===== src/rtl/wiper_pkg.sv =====
`timescale 1ns/1ps
package wiper_pkg;
   // one address bit selects between two channels
   localparam int ADDR_W = 1;
   localparam int NCH    = 2 ** ADDR_W;

   // positions of the raw inputs inside the synchroniser bus
   typedef enum int {
      LANE_SCK  = 0,
      LANE_CS   = 1,
      LANE_DIN  = 2,
      LANE_SHDN = 3
   } lane_e;
   localparam int LANES = 4;
endpackage


===== src/rtl/wiper_sync_bus.sv =====
`timescale 1ns/1ps
module wiper_sync_bus #(
   parameter int           W      = 4,
   parameter int           STAGES = 2,
   parameter logic [W-1:0] IDLE   = '0
) (
   input  logic         clk,
   input  logic         rst_n,
   input  logic [W-1:0] d,
   output logic [W-1:0] q,
   output logic [W-1:0] rise,
   output logic [W-1:0] fall
);
   // pipe[STAGES-1] is the synchronised value, pipe[STAGES] its previous sample
   logic [W-1:0] pipe [0:STAGES];

   always_ff @(posedge clk or negedge rst_n) begin
      if (!rst_n) begin
         for (int i = 0; i <= STAGES; i++) pipe[i] <= IDLE;
      end else begin
         pipe[0] <= d;
         for (int i = 1; i <= STAGES; i++) pipe[i] <= pipe[i-1];
      end
   end

   assign q    = pipe[STAGES-1];
   assign rise = pipe[STAGES-1] & ~pipe[STAGES];
   assign fall = ~pipe[STAGES-1] & pipe[STAGES];
endmodule


===== src/rtl/wiper_frame_shifter.sv =====
`timescale 1ns/1ps
module wiper_frame_shifter #(
   parameter int FRAME_W = 9
) (
   input  logic               clk,
   input  logic               clr_n,
   input  logic               shift_en,
   input  logic               din,
   input  logic               out_en,
   output logic [FRAME_W-1:0] frame_o,
   output logic               dout_o
);
   logic [FRAME_W-1:0] sr_q;
   logic               dout_q;

   always_ff @(posedge clk or negedge clr_n) begin
      if (!clr_n) begin
         sr_q   <= '0;
         dout_q <= 1'b0;
      end else begin
         if (shift_en) sr_q   <= {sr_q[FRAME_W-2:0], din};
         if (out_en)   dout_q <= sr_q[FRAME_W-1];
      end
   end

   assign frame_o = sr_q;
   assign dout_o  = dout_q;
endmodule


===== src/rtl/wiper_bank.sv =====
`timescale 1ns/1ps
module wiper_bank #(
   parameter int DATA_W = 8,
   parameter int ADDR_W = 1,
   parameter int NCH    = 2
) (
   input  logic                  clk,
   input  logic                  clr_n,
   input  logic                  load,
   input  logic [ADDR_W-1:0]     sel,
   input  logic [DATA_W-1:0]     data,
   output logic [NCH*DATA_W-1:0] codes_o
);
   localparam logic [DATA_W-1:0] MID = {1'b1, {(DATA_W-1){1'b0}}};

   for (genvar c = 0; c < NCH; c++) begin : g_ch
      logic [DATA_W-1:0] code_q;
      always_ff @(posedge clk or negedge clr_n) begin
         if (!clr_n)                           code_q <= MID;
         else if (load && sel == ADDR_W'(c))   code_q <= data;
      end
      assign codes_o[c*DATA_W +: DATA_W] = code_q;
   end
endmodule


===== src/rtl/dual_wiper_if.sv =====
`timescale 1ns/1ps
module dual_wiper_if #(
   parameter int DATA_W      = 8,
   parameter int SYNC_STAGES = 2
) (
   input  logic              clk,
   input  logic              rst_n,
   input  logic              ser_clk,
   input  logic              ser_cs_n,
   input  logic              ser_din,
   input  logic              preset_n,
   input  logic              shdn_n,
   output logic              ser_dout,
   output logic [DATA_W-1:0] code_ch1,
   output logic [DATA_W-1:0] code_ch2,
   output logic              shdn_stat_n
);
   import wiper_pkg::*;

   localparam int FRAME_W = ADDR_W + DATA_W;
   localparam logic [LANES-1:0] IDLE = 4'b1010;

   if (DATA_W < 2) begin : g_bad_data_w
      $error("dual_wiper_if: DATA_W must be at least 2");
   end
   if (SYNC_STAGES < 2) begin : g_bad_sync
      $error("dual_wiper_if: SYNC_STAGES must be at least 2");
   end

   logic [LANES-1:0]     raw, sync_q, sync_rise, sync_fall;
   logic                 clr_n;
   logic                 cs_rise, sck_fall, shift_en, out_en;
   logic [FRAME_W-1:0]   frame_q;
   logic [NCH*DATA_W-1:0] codes;
   logic                 unused_edges;

   assign raw = {shdn_n, ser_din, ser_cs_n, ser_clk};

   // async clear shared by reset and preset
   assign clr_n = rst_n & preset_n;

   wiper_sync_bus #(.W(LANES), .STAGES(SYNC_STAGES), .IDLE(IDLE)) i_sync (
      .clk(clk), .rst_n(rst_n), .d(raw),
      .q(sync_q), .rise(sync_rise), .fall(sync_fall)
   );

   assign cs_rise  = sync_rise[LANE_CS];
   assign sck_fall = sync_fall[LANE_SCK];
   assign shift_en = sync_rise[LANE_SCK] & ~sync_q[LANE_CS];
   assign out_en   = sck_fall & ~sync_q[LANE_CS];

   assign unused_edges = ^{sync_rise[LANE_DIN], sync_rise[LANE_SHDN],
                           sync_fall[LANE_DIN], sync_fall[LANE_SHDN],
                           sync_fall[LANE_CS], sync_q[LANE_SCK]};

   wiper_frame_shifter #(.FRAME_W(FRAME_W)) i_shift (
      .clk(clk), .clr_n(clr_n), .shift_en(shift_en), .din(sync_q[LANE_DIN]),
      .out_en(out_en), .frame_o(frame_q), .dout_o(ser_dout)
   );

   wiper_bank #(.DATA_W(DATA_W), .ADDR_W(ADDR_W), .NCH(NCH)) i_bank (
      .clk(clk), .clr_n(clr_n), .load(cs_rise),
      .sel(frame_q[FRAME_W-1 -: ADDR_W]), .data(frame_q[DATA_W-1:0]),
      .codes_o(codes)
   );

   assign code_ch1    = codes[0 +: DATA_W];
   assign code_ch2    = codes[DATA_W +: DATA_W];
   assign shdn_stat_n = sync_q[LANE_SHDN];
endmodule


===== config.mk =====
export PLATFORM = sky130hd
export DESIGN_NAME = dual_wiper_if
export DESIGN_NICKNAME = d
export VERILOG_FILES = /design/src/rtl/wiper_pkg.sv /design/src/rtl/wiper_sync_bus.sv /design/src/rtl/wiper_frame_shifter.sv /design/src/rtl/wiper_bank.sv /design/src/rtl/dual_wiper_if.sv
export SDC_FILE = /design/constraint.sdc
export NUM_CORES = 1
export LEC_CHECK = 0
export ABC_AREA = 0
export BUFFER_PORTS_ARGS = -buffer_cell sky130_fd_sc_hd__buf_2
export CAP_MARGIN = 20
export CELL_PAD_IN_SITES_DETAIL_PLACEMENT = 2
export CELL_PAD_IN_SITES_GLOBAL_PLACEMENT = 2
export CORE_MARGIN = 3
export CORE_UTILIZATION = 38
export CTS_CLUSTER_SIZE = 28
export DETAILED_ROUTE_END_ITERATION = 16
export HOLD_SLACK_MARGIN = 0.15
export PLACE_DENSITY = 0.83
export RECOVER_POWER = 100
export SETUP_SLACK_MARGIN = 0.3
export SYNTH_ARGS = -nofsm -noshare
export SYNTH_HDL_FRONTEND = slang
export SYNTH_SLANG_ARGS = --single-unit

===== constraint.sdc =====
create_clock -name clk -period 1.8 [get_ports clk]
set_input_delay 0.09 -clock clk [delete_from_list [all_inputs] [get_ports clk]]
set_output_delay 0.09 -clock clk [all_outputs]
set_load 0.03 [all_outputs]

## Word level (Yosys, flattened, before mapping)

Index checks and enable logic that the tools add are counted.

| word-level totals | value |
|---|---|
| register bits | 36 |
| output and inout bits | 18 |

| operators by class | value |
|---|---|
| bitwise gates (word level) | 9 |
| reductions and logical operators | 2 |

Operators by type and width:

| operator | number |
|---|---|
| AND 1 bit | 4 |
| inverter 1 bit | 3 |
| AND 2 bit | 1 |
| logical AND 1 bit | 2 |
| inverter 2 bit | 1 |

## Longest topological paths before layout

| depth | value |
|---|---|
| word-level depth | 3 |
| depth in mapped cells | 3 |
| mapped depth without buffers | 2 |

## By module

From an unflattened synthesis, not the netlist that was laid out.

| second synthesis, totals | value |
|---|---|
| cell total of the unflattened synthesis | 83 |
| area total of the unflattened synthesis | 1478.9 um^2 |

Modules (own cells, without submodules):

| module | times used | cells an instance | area each (um^2) |
|---|---|---|---|
| wiper_bank | 1 | 35 | 644.4 |
| wiper_frame_shifter | 1 | 21 | 407.9 |
| wiper_sync_bus | 1 | 24 | 407.9 |
| dual_wiper_if | 1 | 3 | 18.8 |

## Worst setup path before layout

OpenSTA, ideal clock, no wires.

| timing | value |
|---|---|
| kind | register to register |
| start point | register i_sync.pipe (netlist bit i_sync.q[1]) |
| end point | register i_bank.g_ch[0].code_q[0] |
| library setup time | 0.125 ns |
| arrival | 1.249 ns |
| data required time | 1.675 ns |
| path slack | 0.426 ns |
| cell stages (with the launch flop) | 3 |
| path buffers | 0 |
| clock period less this slack | 1.374 ns |
| cells stage by stage | dfstp_2 nor3b_4 mux2_2 |

| on the way | value |
|---|---|
| cells in the longest elaborated chain, start to end | 2 |

RTL lines:

| element | line | RTL |
|---|---|---|
| start, declared | wiper_sync_bus.sv:15 | `logic [W-1:0] pipe [0:STAGES];` |
| AND 2 bit | wiper_sync_bus.sv:27 | `assign rise = pipe[STAGES-1] & ~pipe[STAGES];` |
| logical AND 1 bit | wiper_bank.sv:20 | `else if (load && sel == ADDR_W'(c)) code_q <= data;` |
| end signal, assigned | wiper_bank.sv:20 |  |
| end, declared | wiper_bank.sv:17 | `logic [DATA_W-1:0] code_q;` |

No other way between the ends.
A chain may end at the register's enable or synchronous reset.

## Final worst setup path

| timing | value |
|---|---|
| start point | register i_sync.pipe (netlist bit i_sync.q[1]) |
| end point | register i_bank.g_ch[0].code_q[6] |

Same word-level chain as after synthesis.

==> results.ini <==
[global_routing]
grt_max_degree=27
grt_usage=0.132
antenna_found_initial=0
grt_pass1_wl_um=4000
grt_pass1_vias=808
grt_overflow=0

[logic_synthesis]
synth_commonest_cells=dfrtp_1 (29), mux2_2 (26), dfstp_2 (7)
netlist_instances=68
synth_top_flop_cell=dfrtp_1
synth.most_common_cell=dfrtp_1
synth-async-reset-ratio=1.00
synth_area_um2=1260
yosys.area.top_type_share=0.577
synth-seq-cells=36
syn_nets=75
synth_edf_count=0
ys_warn_count=0
synth.avg_cell_area_um2=18.5
ys_types=8
yosysTopAreaCell=dfrtp_1
synthTopCellsByArea=dfrtp_1 (58%), mux2_2 (23%), dfstp_2 (15%)
ys_seq_area_frac=0.723

[timing]
fin_tns_setup_ps=0
fmax_mhz=670
slew_headroom=0.581
period_share=0.829
finalHoldViolCount=0
slew_violations=0
skew_ps=8.22
worst_pin_slew_ps=629
setup_viol=0
rsz0062_at_grt=false
timing.final.crit_period_ps=1490

[cells_and_area]
syn_to_final_growth_pct=23.6
stdcell_area_um2=1560
fill_cells=333
multi_input_comb_area_um2=340
layout-drive-gt1-share=0.414
seq_area_um2=910
final_cells=155
antenna_cells=0
post-route-util=0.501
layout.nets=117

[setup_path]
r2r-start=i_sync.q[1]$_DFF_PN1_
critPathBufInv=1
max_stage_delay_ps=600
critical_path_depth=3
worst_setup_path_start_kind=flip-flop
crit_chain=nor3b_4, clkbuf_1, mux2_2
slowest_stage=dfstp_1
r2r_slack_ps=310
crit_family=flip-flops
required_ps=2020
cp-end-kind=flip-flop
rr_worst_depth=3
cp_max_fo=5
cp.arrival_ps=1710
critPathKind=flip-flop to flip-flop
rr_endpoint=i_bank.g_ch[0].code_q[6]$_DFFE_PN0P_

[cts]
h-tree-depth=2
numCtsBuffers=5
clkSinkCount=36
cts_resized=0
cts-root-buf=clkbuf_4
clkLatencyLatePin_ps=320
cts_tree=built
clk_pin_slew_ps=110
clockBufferDepth=2

[power]
switching_share=0.348
power.share.clock=0.195
p_sw_uw=774
leakage_nw=0.704
comb_power_share=0.276
sequentialPowerShare=0.529
ir_drop_v=0.000502
p_int_mw=1.45
totalPowerFinal_mw=2.22
powerDensity_nw_per_um2=1430

[floorplan]
core_um2=3100
initial_core_util=0.406
die_h_um=63.6
io-pin-count=25
die_area_um2=4040
die_width_um=63.6
fp-row-count=20

[drt]
routedWlPerCell_um=14.7
route.detailed.drc=0
routed_via_density=4.66
drtPass1Iterations=2
drt_wl_total_um=2270
routed-via-count=723
ant_nets=0
drt_iter0_markers=16

[place]
dpl_cell_area_um2=1450
dpl.hpwl_um=1570
dp.cells=138
gp_congestion=0.652
port_buffers=24

[min_path]
min_to=i_sync.q[0]$_DFF_PN0_
hold_path_depth=0
worstHoldStart=i_sync.pipe[8]$_DFF_PN0_
hp-class=flip-flop to flip-flop

[outcome]
status=finished clean

[run]
maxCapViolCount=0

cell families (layout without fill, tap and decap cells):
| family | count (synthesis) | count (layout) | share of synthesized area |
|---|---|---|---|
| simple gates | 5 | 5 | 0.0408 |
| flops | 36 | 36 | 0.723 |
| mux | 26 | 26 | 0.233 |
| buf+inv | 1 | 44 | 0.00397 |
flip-flops by register name (all words and copies together) (netlist names):
name and cells:
i_sync.q 4, i_bank.g_ch.code_q 16, i_sync.pipe 6, i_shift.dout_o 1, i_shift.frame_o 9
routing by layer:
layer,share of wire,track usage,up-vias
met5,0,0,-
li1,-,-,323
met4,0.0097,0.0485,0
met1,0.40,0.155,371
met3,0.049,0.0374,6
met2,0.54,0.229,23
what timing repair did:
| item | 4_1_cts | 5_1_grt |
|---|---|---|
| setup endpoints to repair | 7 | 0 |
| setup buffers | 2 | 0 |
| hold endpoints to repair | 40 | 0 |
| hold buffers | 7 | 0 |
cells in the final DEF, fill, tap and decap left out:
master	instances
dfrtp_1	29
mux2_2	25
clkbuf_1	23
dlygate4sd3_1	7
dfstp_2	6
clkbuf_4	5
buf_2	4
nor3b_1	2
clkinv_2	2
nand3b_1	1
nor3b_4	1
mux2_1	1
and2_0	1
clkbuf_8	1
dfstp_1	1
clkbuf_2	1
buf_4	1
worst max path at each step:
| stage | from | to | slack [ps] |
|---|---|---|---|
| after floorplan | i_sync.q[1]$_DFF_PN1_ | i_bank.g_ch[0].code_q[0]$_DFFE_PN0P_ | 430 |
| after global placement | i_sync.q[1]$_DFF_PN1_ | i_bank.g_ch[0].code_q[3]$_DFFE_PN0P_ | 330 |
| after detailed placement | i_sync.q[1]$_DFF_PN1_ | i_bank.g_ch[0].code_q[0]$_DFFE_PN0P_ | 270 |
| after CTS | i_sync.q[1]$_DFF_PN1_ | i_bank.g_ch[0].code_q[1]$_DFFE_PN0P_ | 400 |
| after global routing | i_sync.q[1]$_DFF_PN1_ | i_bank.g_ch[0].code_q[5]$_DFFE_PN0P_ | 210 |
| final | i_sync.q[1]$_DFF_PN1_ | i_bank.g_ch[0].code_q[6]$_DFFE_PN0P_ | 310 |
layout make-up:
type                            count  share of cell area
Clock buffer                        6              0.0330
Clock inverter                      2             0.00644
Multi-Input combinational cell     31               0.219
Sequential cell                    36               0.585
Tap cell                           44              0.0354
Timing Repair Buffer               36               0.121
stage by stage:
step	worst slack [ps]	hold slack [ps]
floorplan	426	-206
global placement	333	-50.1
detailed placement	270	-41.6
CTS	404	299
global route	212	372
finish	308	356
power groups by stage:
stage | clock, mW | sequential (mW) | combinational (mW)
after detailed placement | 0 | 1.19 | 0.646
after global placement | 0 | 1.18 | 0.625
after CTS | 0.456 | 1.18 | 0.666
final | 0.433 | 1.17 | 0.613
after global routing | 0.491 | 1.22 | 0.664
after floorplan | 0 | 1.40 | 0.221
No activity file was read; power rests on OpenSTA's default activity.
